## src/rtl/icm_pkg.sv

```systemverilog
package icm_pkg;
  localparam int unsigned ICM_DATA_W  = 32;
  localparam int unsigned ICM_ADDR_W  = 12;
  localparam int unsigned ICM_NUM_TXQ = 2;
  localparam logic [ICM_ADDR_W-1:0] ICM_CAUSE_OFS = 12'h450;
  localparam logic [ICM_ADDR_W-1:0] ICM_MASK_OFS  = 12'h458;
  localparam int unsigned ICM_RX_BIT     = 0;
  localparam int unsigned ICM_TX_TOP_BIT = 3;  // queue q -> bit TOP-q

  typedef enum logic [1:0] {
    SEL_NONE  = 2'd0,
    SEL_CAUSE = 2'd1,
    SEL_MASK  = 2'd2
  } icm_sel_e;
endpackage

```

## src/rtl/icm_decode.sv

```systemverilog
module icm_decode
  import icm_pkg::*;
#(
  parameter int unsigned DATA_W = ICM_DATA_W,
  parameter int unsigned ADDR_W = ICM_ADDR_W,
  parameter logic [ADDR_W-1:0] CAUSE_OFS = ICM_CAUSE_OFS,
  parameter logic [ADDR_W-1:0] MASK_OFS  = ICM_MASK_OFS
) (
  input  logic              we_i,
  input  logic [ADDR_W-1:0] addr_i,
  input  logic [DATA_W-1:0] cause_i,
  input  logic [DATA_W-1:0] mask_i,
  output logic              cause_we_o,
  output logic              mask_we_o,
  output logic [DATA_W-1:0] rdata_o
);
  icm_sel_e sel;

  always_comb begin
    if (addr_i == CAUSE_OFS)      sel = SEL_CAUSE;
    else if (addr_i == MASK_OFS)  sel = SEL_MASK;
    else                          sel = SEL_NONE;
  end

  assign cause_we_o = we_i && (sel == SEL_CAUSE);
  assign mask_we_o  = we_i && (sel == SEL_MASK);

  always_comb begin
    unique case (sel)
      SEL_CAUSE: rdata_o = cause_i;
      SEL_MASK:  rdata_o = mask_i;
      default:   rdata_o = '0;
    endcase
  end
endmodule

```

## src/rtl/icm_cause_reg.sv

```systemverilog
module icm_cause_reg
  import icm_pkg::*;
#(
  parameter int unsigned DATA_W     = ICM_DATA_W,
  parameter int unsigned NUM_TXQ    = ICM_NUM_TXQ,
  parameter int unsigned RX_BIT     = ICM_RX_BIT,
  parameter int unsigned TX_TOP_BIT = ICM_TX_TOP_BIT
) (
  input  logic               clk_i,
  input  logic               rst_ni,
  input  logic               we_i,
  input  logic [DATA_W-1:0]  wdata_i,
  input  logic               rx_i,
  input  logic [NUM_TXQ-1:0] tx_i,
  output logic [DATA_W-1:0]  cause_o
);
  localparam int unsigned LOW_TX_BIT = TX_TOP_BIT - (NUM_TXQ - 1);

  logic [DATA_W-1:0] set_vec;
  logic [DATA_W-1:0] cause_q;
  logic [DATA_W-1:0] kept;

  // events map to fixed bit positions; tx queues count down from TX_TOP_BIT
  always_comb begin
    set_vec = '0;
    set_vec[RX_BIT] = rx_i;
    for (int q = 0; q < NUM_TXQ; q++) begin
      set_vec[TX_TOP_BIT-q] = set_vec[TX_TOP_BIT-q] | tx_i[q];
    end
  end

  assign kept = we_i ? (cause_q & wdata_i) : cause_q;

  // event set is ORed after the clear so it wins
  always_ff @(posedge clk_i or negedge rst_ni) begin
    if (!rst_ni) cause_q <= '0;
    else         cause_q <= kept | set_vec;
  end

  assign cause_o = cause_q;

  generate
    if (LOW_TX_BIT > TX_TOP_BIT || TX_TOP_BIT >= DATA_W) begin : g_bad_map
      initial $error("tx bit map out of range");
    end
  endgenerate

  // software can never set a bit; only a prior event can
  a_r3_no_sw_set: assert property (@(posedge clk_i) disable iff (!rst_ni)
    (cause_q & ~$past(cause_q) & ~$past(set_vec)) == '0);

  // every pulsed event is present after the edge, clear or not
  a_r7_event_wins: assert property (@(posedge clk_i) disable iff (!rst_ni)
    (cause_q & $past(set_vec)) == $past(set_vec));
endmodule

```

## src/rtl/icm_mask_reg.sv

```systemverilog
module icm_mask_reg
  import icm_pkg::*;
#(
  parameter int unsigned DATA_W = ICM_DATA_W
) (
  input  logic              clk_i,
  input  logic              rst_ni,
  input  logic              we_i,
  input  logic [DATA_W-1:0] wdata_i,
  output logic [DATA_W-1:0] mask_o
);
  logic [DATA_W-1:0] mask_q;

  always_ff @(posedge clk_i or negedge rst_ni) begin
    if (!rst_ni)   mask_q <= '0;
    else if (we_i) mask_q <= wdata_i;
  end

  assign mask_o = mask_q;

  // mask only changes on its own write strobe
  a_r9_mask_hold: assert property (@(posedge clk_i) disable iff (!rst_ni)
    !$past(we_i) |-> $stable(mask_q));
endmodule

```

## src/rtl/irq_cause_mask_unit.sv

```systemverilog
module irq_cause_mask_unit
  import icm_pkg::*;
#(
  parameter int unsigned DATA_W     = ICM_DATA_W,
  parameter int unsigned ADDR_W     = ICM_ADDR_W,
  parameter int unsigned NUM_TXQ    = ICM_NUM_TXQ,
  parameter logic [ADDR_W-1:0] CAUSE_OFS = ICM_CAUSE_OFS,
  parameter logic [ADDR_W-1:0] MASK_OFS  = ICM_MASK_OFS,
  parameter int unsigned RX_BIT     = ICM_RX_BIT,
  parameter int unsigned TX_TOP_BIT = ICM_TX_TOP_BIT
) (
  input  logic               clk_i,
  input  logic               rst_ni,
  input  logic               bus_we_i,
  input  logic [ADDR_W-1:0]  bus_addr_i,
  input  logic [DATA_W-1:0]  bus_wdata_i,
  output logic [DATA_W-1:0]  bus_rdata_o,
  input  logic               rx_done_i,
  input  logic [NUM_TXQ-1:0] tx_done_i,
  output logic               irq_o
);
  logic [DATA_W-1:0] cause;
  logic [DATA_W-1:0] mask;
  logic              cause_we;
  logic              mask_we;

  icm_decode #(
    .DATA_W(DATA_W), .ADDR_W(ADDR_W),
    .CAUSE_OFS(CAUSE_OFS), .MASK_OFS(MASK_OFS)
  ) u_decode (
    .we_i(bus_we_i), .addr_i(bus_addr_i),
    .cause_i(cause), .mask_i(mask),
    .cause_we_o(cause_we), .mask_we_o(mask_we),
    .rdata_o(bus_rdata_o)
  );

  icm_cause_reg #(
    .DATA_W(DATA_W), .NUM_TXQ(NUM_TXQ),
    .RX_BIT(RX_BIT), .TX_TOP_BIT(TX_TOP_BIT)
  ) u_cause (
    .clk_i(clk_i), .rst_ni(rst_ni),
    .we_i(cause_we), .wdata_i(bus_wdata_i),
    .rx_i(rx_done_i), .tx_i(tx_done_i),
    .cause_o(cause)
  );

  icm_mask_reg #(.DATA_W(DATA_W)) u_mask (
    .clk_i(clk_i), .rst_ni(rst_ni),
    .we_i(mask_we), .wdata_i(bus_wdata_i),
    .mask_o(mask)
  );

  assign irq_o = |(cause & mask);

  // interrupt implies something pending and something enabled
  a_r6_irq_needs_both: assert property (@(posedge clk_i) disable iff (!rst_ni)
    irq_o |-> (cause != '0) && (mask != '0));

  // unmapped offsets read as zero
  a_r8_unmapped_zero: assert property (@(posedge clk_i) disable iff (!rst_ni)
    (bus_addr_i != CAUSE_OFS && bus_addr_i != MASK_OFS) |-> bus_rdata_o == '0);

  // a write strobe reaches at most one register
  a_r8_one_target: assert property (@(posedge clk_i) disable iff (!rst_ni)
    $onehot0({cause_we, mask_we}));
endmodule

```

## config.mk

```make
export PLATFORM = sky130hd
export DESIGN_NAME = irq_cause_mask_unit
export DESIGN_NICKNAME = d
export VERILOG_FILES = /design/src/rtl/icm_pkg.sv /design/src/rtl/icm_decode.sv /design/src/rtl/icm_cause_reg.sv /design/src/rtl/icm_mask_reg.sv /design/src/rtl/irq_cause_mask_unit.sv
export SDC_FILE = /design/constraint.sdc
export NUM_CORES = 1
export LEC_CHECK = 0
export BUFFER_PORTS_ARGS = -buffer_cell sky130_fd_sc_hd__buf_2
export CORE_AREA = 10 10 110 112
export DETAILED_ROUTE_END_ITERATION = 8
export DIE_AREA = 0 0 120 122
export GPL_TIMING_DRIVEN = 0
export PLACE_DENSITY = 0.62
export SETUP_SLACK_MARGIN = 0.3
export SLEW_MARGIN = 25
export SYNTH_ARGS = -nofsm -noshare
export SYNTH_HDL_FRONTEND = slang
export SYNTH_HIERARCHICAL = 1
export SYNTH_SLANG_ARGS = --single-unit
```

## constraint.sdc

```tcl
create_clock -name clk_i -period 1.3 [get_ports clk_i]
set_clock_uncertainty 0.1 [all_clocks]
set_input_delay 0.13 -clock clk_i [delete_from_list [all_inputs] [get_ports clk_i]]
set_output_delay 0.13 -clock clk_i [all_outputs]
set_load 0.02 [all_outputs]
```

==> impl_metrics.ini <==
[grt]
antenna_found_initial = 0
grt_overflow = 0
grt_max_degree = 34
grt.total_usage_pct = 15.6
grt_pass1_wl_mm = 17.9
grt_pass1_vias = 3256

[worst_setup_path]
worstSetupPathType = register to output pin
cp-endpoint = irq_o
crit_required_ns = 1.07
reg2reg_depth = 2
critPathMaxStageDelay_ns = 0.56
worstSetupEndpointType = output pin
critPathLaunchType = register
r2r_slack_ns = 0.28
cp-startpoint = u_mask/mask_o[4]
r2r_start = u_mask/mask_o[2]
crit_fanout = 3
arrival_ns = 1.84
r2r-end = u_mask/mask_o[2]
crit_chain = a22oi_2, nand4_1, or4_4, buf_6
worst_path_max_delay_cell = or4_4

[detailed_routing]
first_pass_iters = 4
ant_nets = 0
num_vias = 2893
wl_mm = 11.5
wire_per_inst_um = 19.5
avgViaCountPerCell = 4.90
drtIter0Drc = 150
drcViolationCount = 0

[synth]
synth-seq-area-share_pct = 46.9
ys.warnings.count = 6
synth.avg_cell_area_um2 = 12.4
synth_top_area_cell = dfrtp_1
yosysTopAreaCellShare_pct = 46.9
synthDistinctLibCells = 23
synth.cell_area_um2 = 3420
syn_nets = 325
synth.top_cells.by_area = dfrtp_1, mux2_4, mux2i_1
ys_ff_latch = 64
syn_inst = 275

[place]
dp_hpwl_mm = 7.38
placed_area_um2 = 4600
dp_slack_ns = -0.737
place_congestion = 0.791
port_buffers = 81
place_inst = 493

[timing]
drv_slew = 0
max_freq_mhz = 484
setup_violations = 97
rsz0062_at_grt = true
relSlewSlack_pct = 73.2
fin_tns_setup_ns = -46.03
setup_ws_ns = -0.768
hold_ws_ns = 0.140
period_needed_ns = 2.07
min_period_over_period_pct = 159
hold_viol_final = 0
worst_pin_slew_ns = 0.390

[clocking]
path_clk_slew_ns = 0.07
clockRootBuffer = clkbuf_8
cts_tree = built
clk_latency_ns = 0.33
cts_buffer_depth = 2
htreeDepth = 3
cts_sinks = 64
cts_inserted_buffers = 9

[status]
violations = setup timing
status = finished, violations left

[power_and_ir_drop]
ir_worst_vdd_mv = 0.578
powerDensity_nw_per_um2 = 649
leakage_nw = 3.18

[die]
dieHeight_um = 122
chipWidth_um = 120
initial_core_util_pct = 34.0
num_rows = 37
dieArea_um2 = 14600
ios = 83
core_um2 = 10000

[finish]
areaGrowthSynthToFinish_pct = 82.5
fin_cells = 590
fin_nets = 499
design_area_um2 = 6230
drive_gt1_share_pct = 61.7
n_antenna_cell = 0

[run]
maxCapViolCount = 0

[hold_path]
min_path_type = primary input to asynchronous set/reset pin
-- power by group --
part | total, mW | internal [mW] | switching (mW) | leakage [nW]
Sequential | 2.00 | 1.99 | 0.00435 | 0.879
Clock | 1.50 | 0.690 | 0.808 | 0.0889
Combinational | 0.550 | 0.286 | 0.264 | 2.21
Total | 4.05 | 2.97 | 1.08 | 3.18
-- repair_timing --
item                                    CTS  global route
resized for setup                       109            24
gates cloned                             10             1
pin swaps                                32            31
setup buffers                            22            12
endpoints found under the hold margin   122             0
endpoints found under the setup margin   97           103
hold buffers                             36             0
-- logic make-up (layout without fill, tap and decap cells) --
| kind of cell | after synthesis | count (layout) | synth area share, % |
|---|---|---|---|
| AO/OA/AOI/OAI | 48 | 48 | 11.8 |
| buffers and inverters | 52 | 231 | 9.08 |
| flip-flops | 64 | 64 | 46.9 |
| multiplexers | 64 | 64 | 23.2 |
| AND/OR/NAND/NOR | 47 | 47 | 9.01 |
-- flip-flops by register name, summed over array words and instances (netlist names) --
signal and cells:
u_cause/cause_o 32, u_mask/mask_o 32
-- routing by layer --
| metal | vias to the layer above | GRT usage, % | wire [um] |
|---|---|---|---|
| met5 | - | 0 | 0 |
| met4 | 0 | 4.75 | 170 |
| met3 | 14 | 4.02 | 439 |
| met2 | 67 | 25.9 | 5810 |
| met1 | 1453 | 19.5 | 5080 |
| li1 | 1359 | - | - |
-- synth_stat cells --
| cell | instances |
|---|---|
| nand2_1 | 1 |
| nor4_2 | 1 |
| buf_6 | 6 |
| mux2_2 | 2 |
| nand4bb_1 | 1 |
| inv_1 | 29 |
| or4_1 | 1 |
| or4b_1 | 1 |
| nand2b_1 | 4 |
| or3_1 | 1 |
| buf_12 | 4 |
| a21o_1 | 3 |
| a21boi_0 | 19 |
| buf_2 | 4 |
| nand4_1 | 4 |
| a22oi_2 | 1 |
| dfrtp_1 | 64 |
| a22oi_1 | 15 |
| mux2i_1 | 32 |
| nor4_1 | 33 |
| clkbuf_1 | 9 |
| mux2_4 | 30 |
| a21boi_2 | 10 |
-- layout by cell type (no fill, tap or decap), drive strengths merged --
master | netlist | layout
dfrtp | 64 | 64
buf | 14 | 136
inv | 29 | 29
dlygate4sd3 | 0 | 36
clkinvlp | 0 | 1
nand2 | 1 | 1
or4b | 1 | 1
nand2b | 4 | 4
clkbuf | 9 | 23
mux2 | 32 | 32
a21boi | 29 | 29
mux2i | 32 | 32
nand4bb | 1 | 1
a21o | 3 | 3
a22oi | 16 | 16
or3 | 1 | 1
nor4 | 34 | 34
nand4 | 4 | 4
or4 | 1 | 1
clkinv | 0 | 6
-- metrics by stage --
| stage | total power [mW] | util (%) |
|---|---|---|
| finish | 4.05 | 62.1 |
| global route | 4.21 | 62.1 |
| CTS | 4.08 | 59.7 |
| detailed placement | 2.40 | 45.8 |
| global placement | 2.38 | 45.6 |
| floorplan | 2.23 | - |
-- worst max-delay path, delay by kind of cell (launching register included) --
kind / cells / cell delay [ns]
buf+inv: 1 / 0.15
compound gates: 1 / 0.23
simple gates: 2 / 0.70
flops: 1 / 0.41
-- cell type report --
class,count,area [um^2]
flip-flops and latches,64,1600
inverters,29,109
repair buffers,163,1630
multi-input cells,159,2180
fillers,753,3810
plain buffers,23,367
clock buffers,9,124
clock inverters,7,48.8
well taps,136,170
-- worst min-delay path by stage --
stage | start | end | slack [ns] | depth (start not counted)
floorplan | rst_ni | u_cause/cause_o[0] | -0.27 | 0
global placement | rx_done_i | u_cause/cause_o[0] | 0.22 | 2
detailed placement | rst_ni | u_mask/mask_o[14] | 0.0004 | 1
CTS | rst_ni | u_mask/mask_o[14] | 0.17 | 2
global route | rst_ni | u_cause/cause_o[14] | 0.15 | 2
finish | rst_ni | u_mask/mask_o[14] | 0.14 | 2
Power figures use the tool's default switching activity.
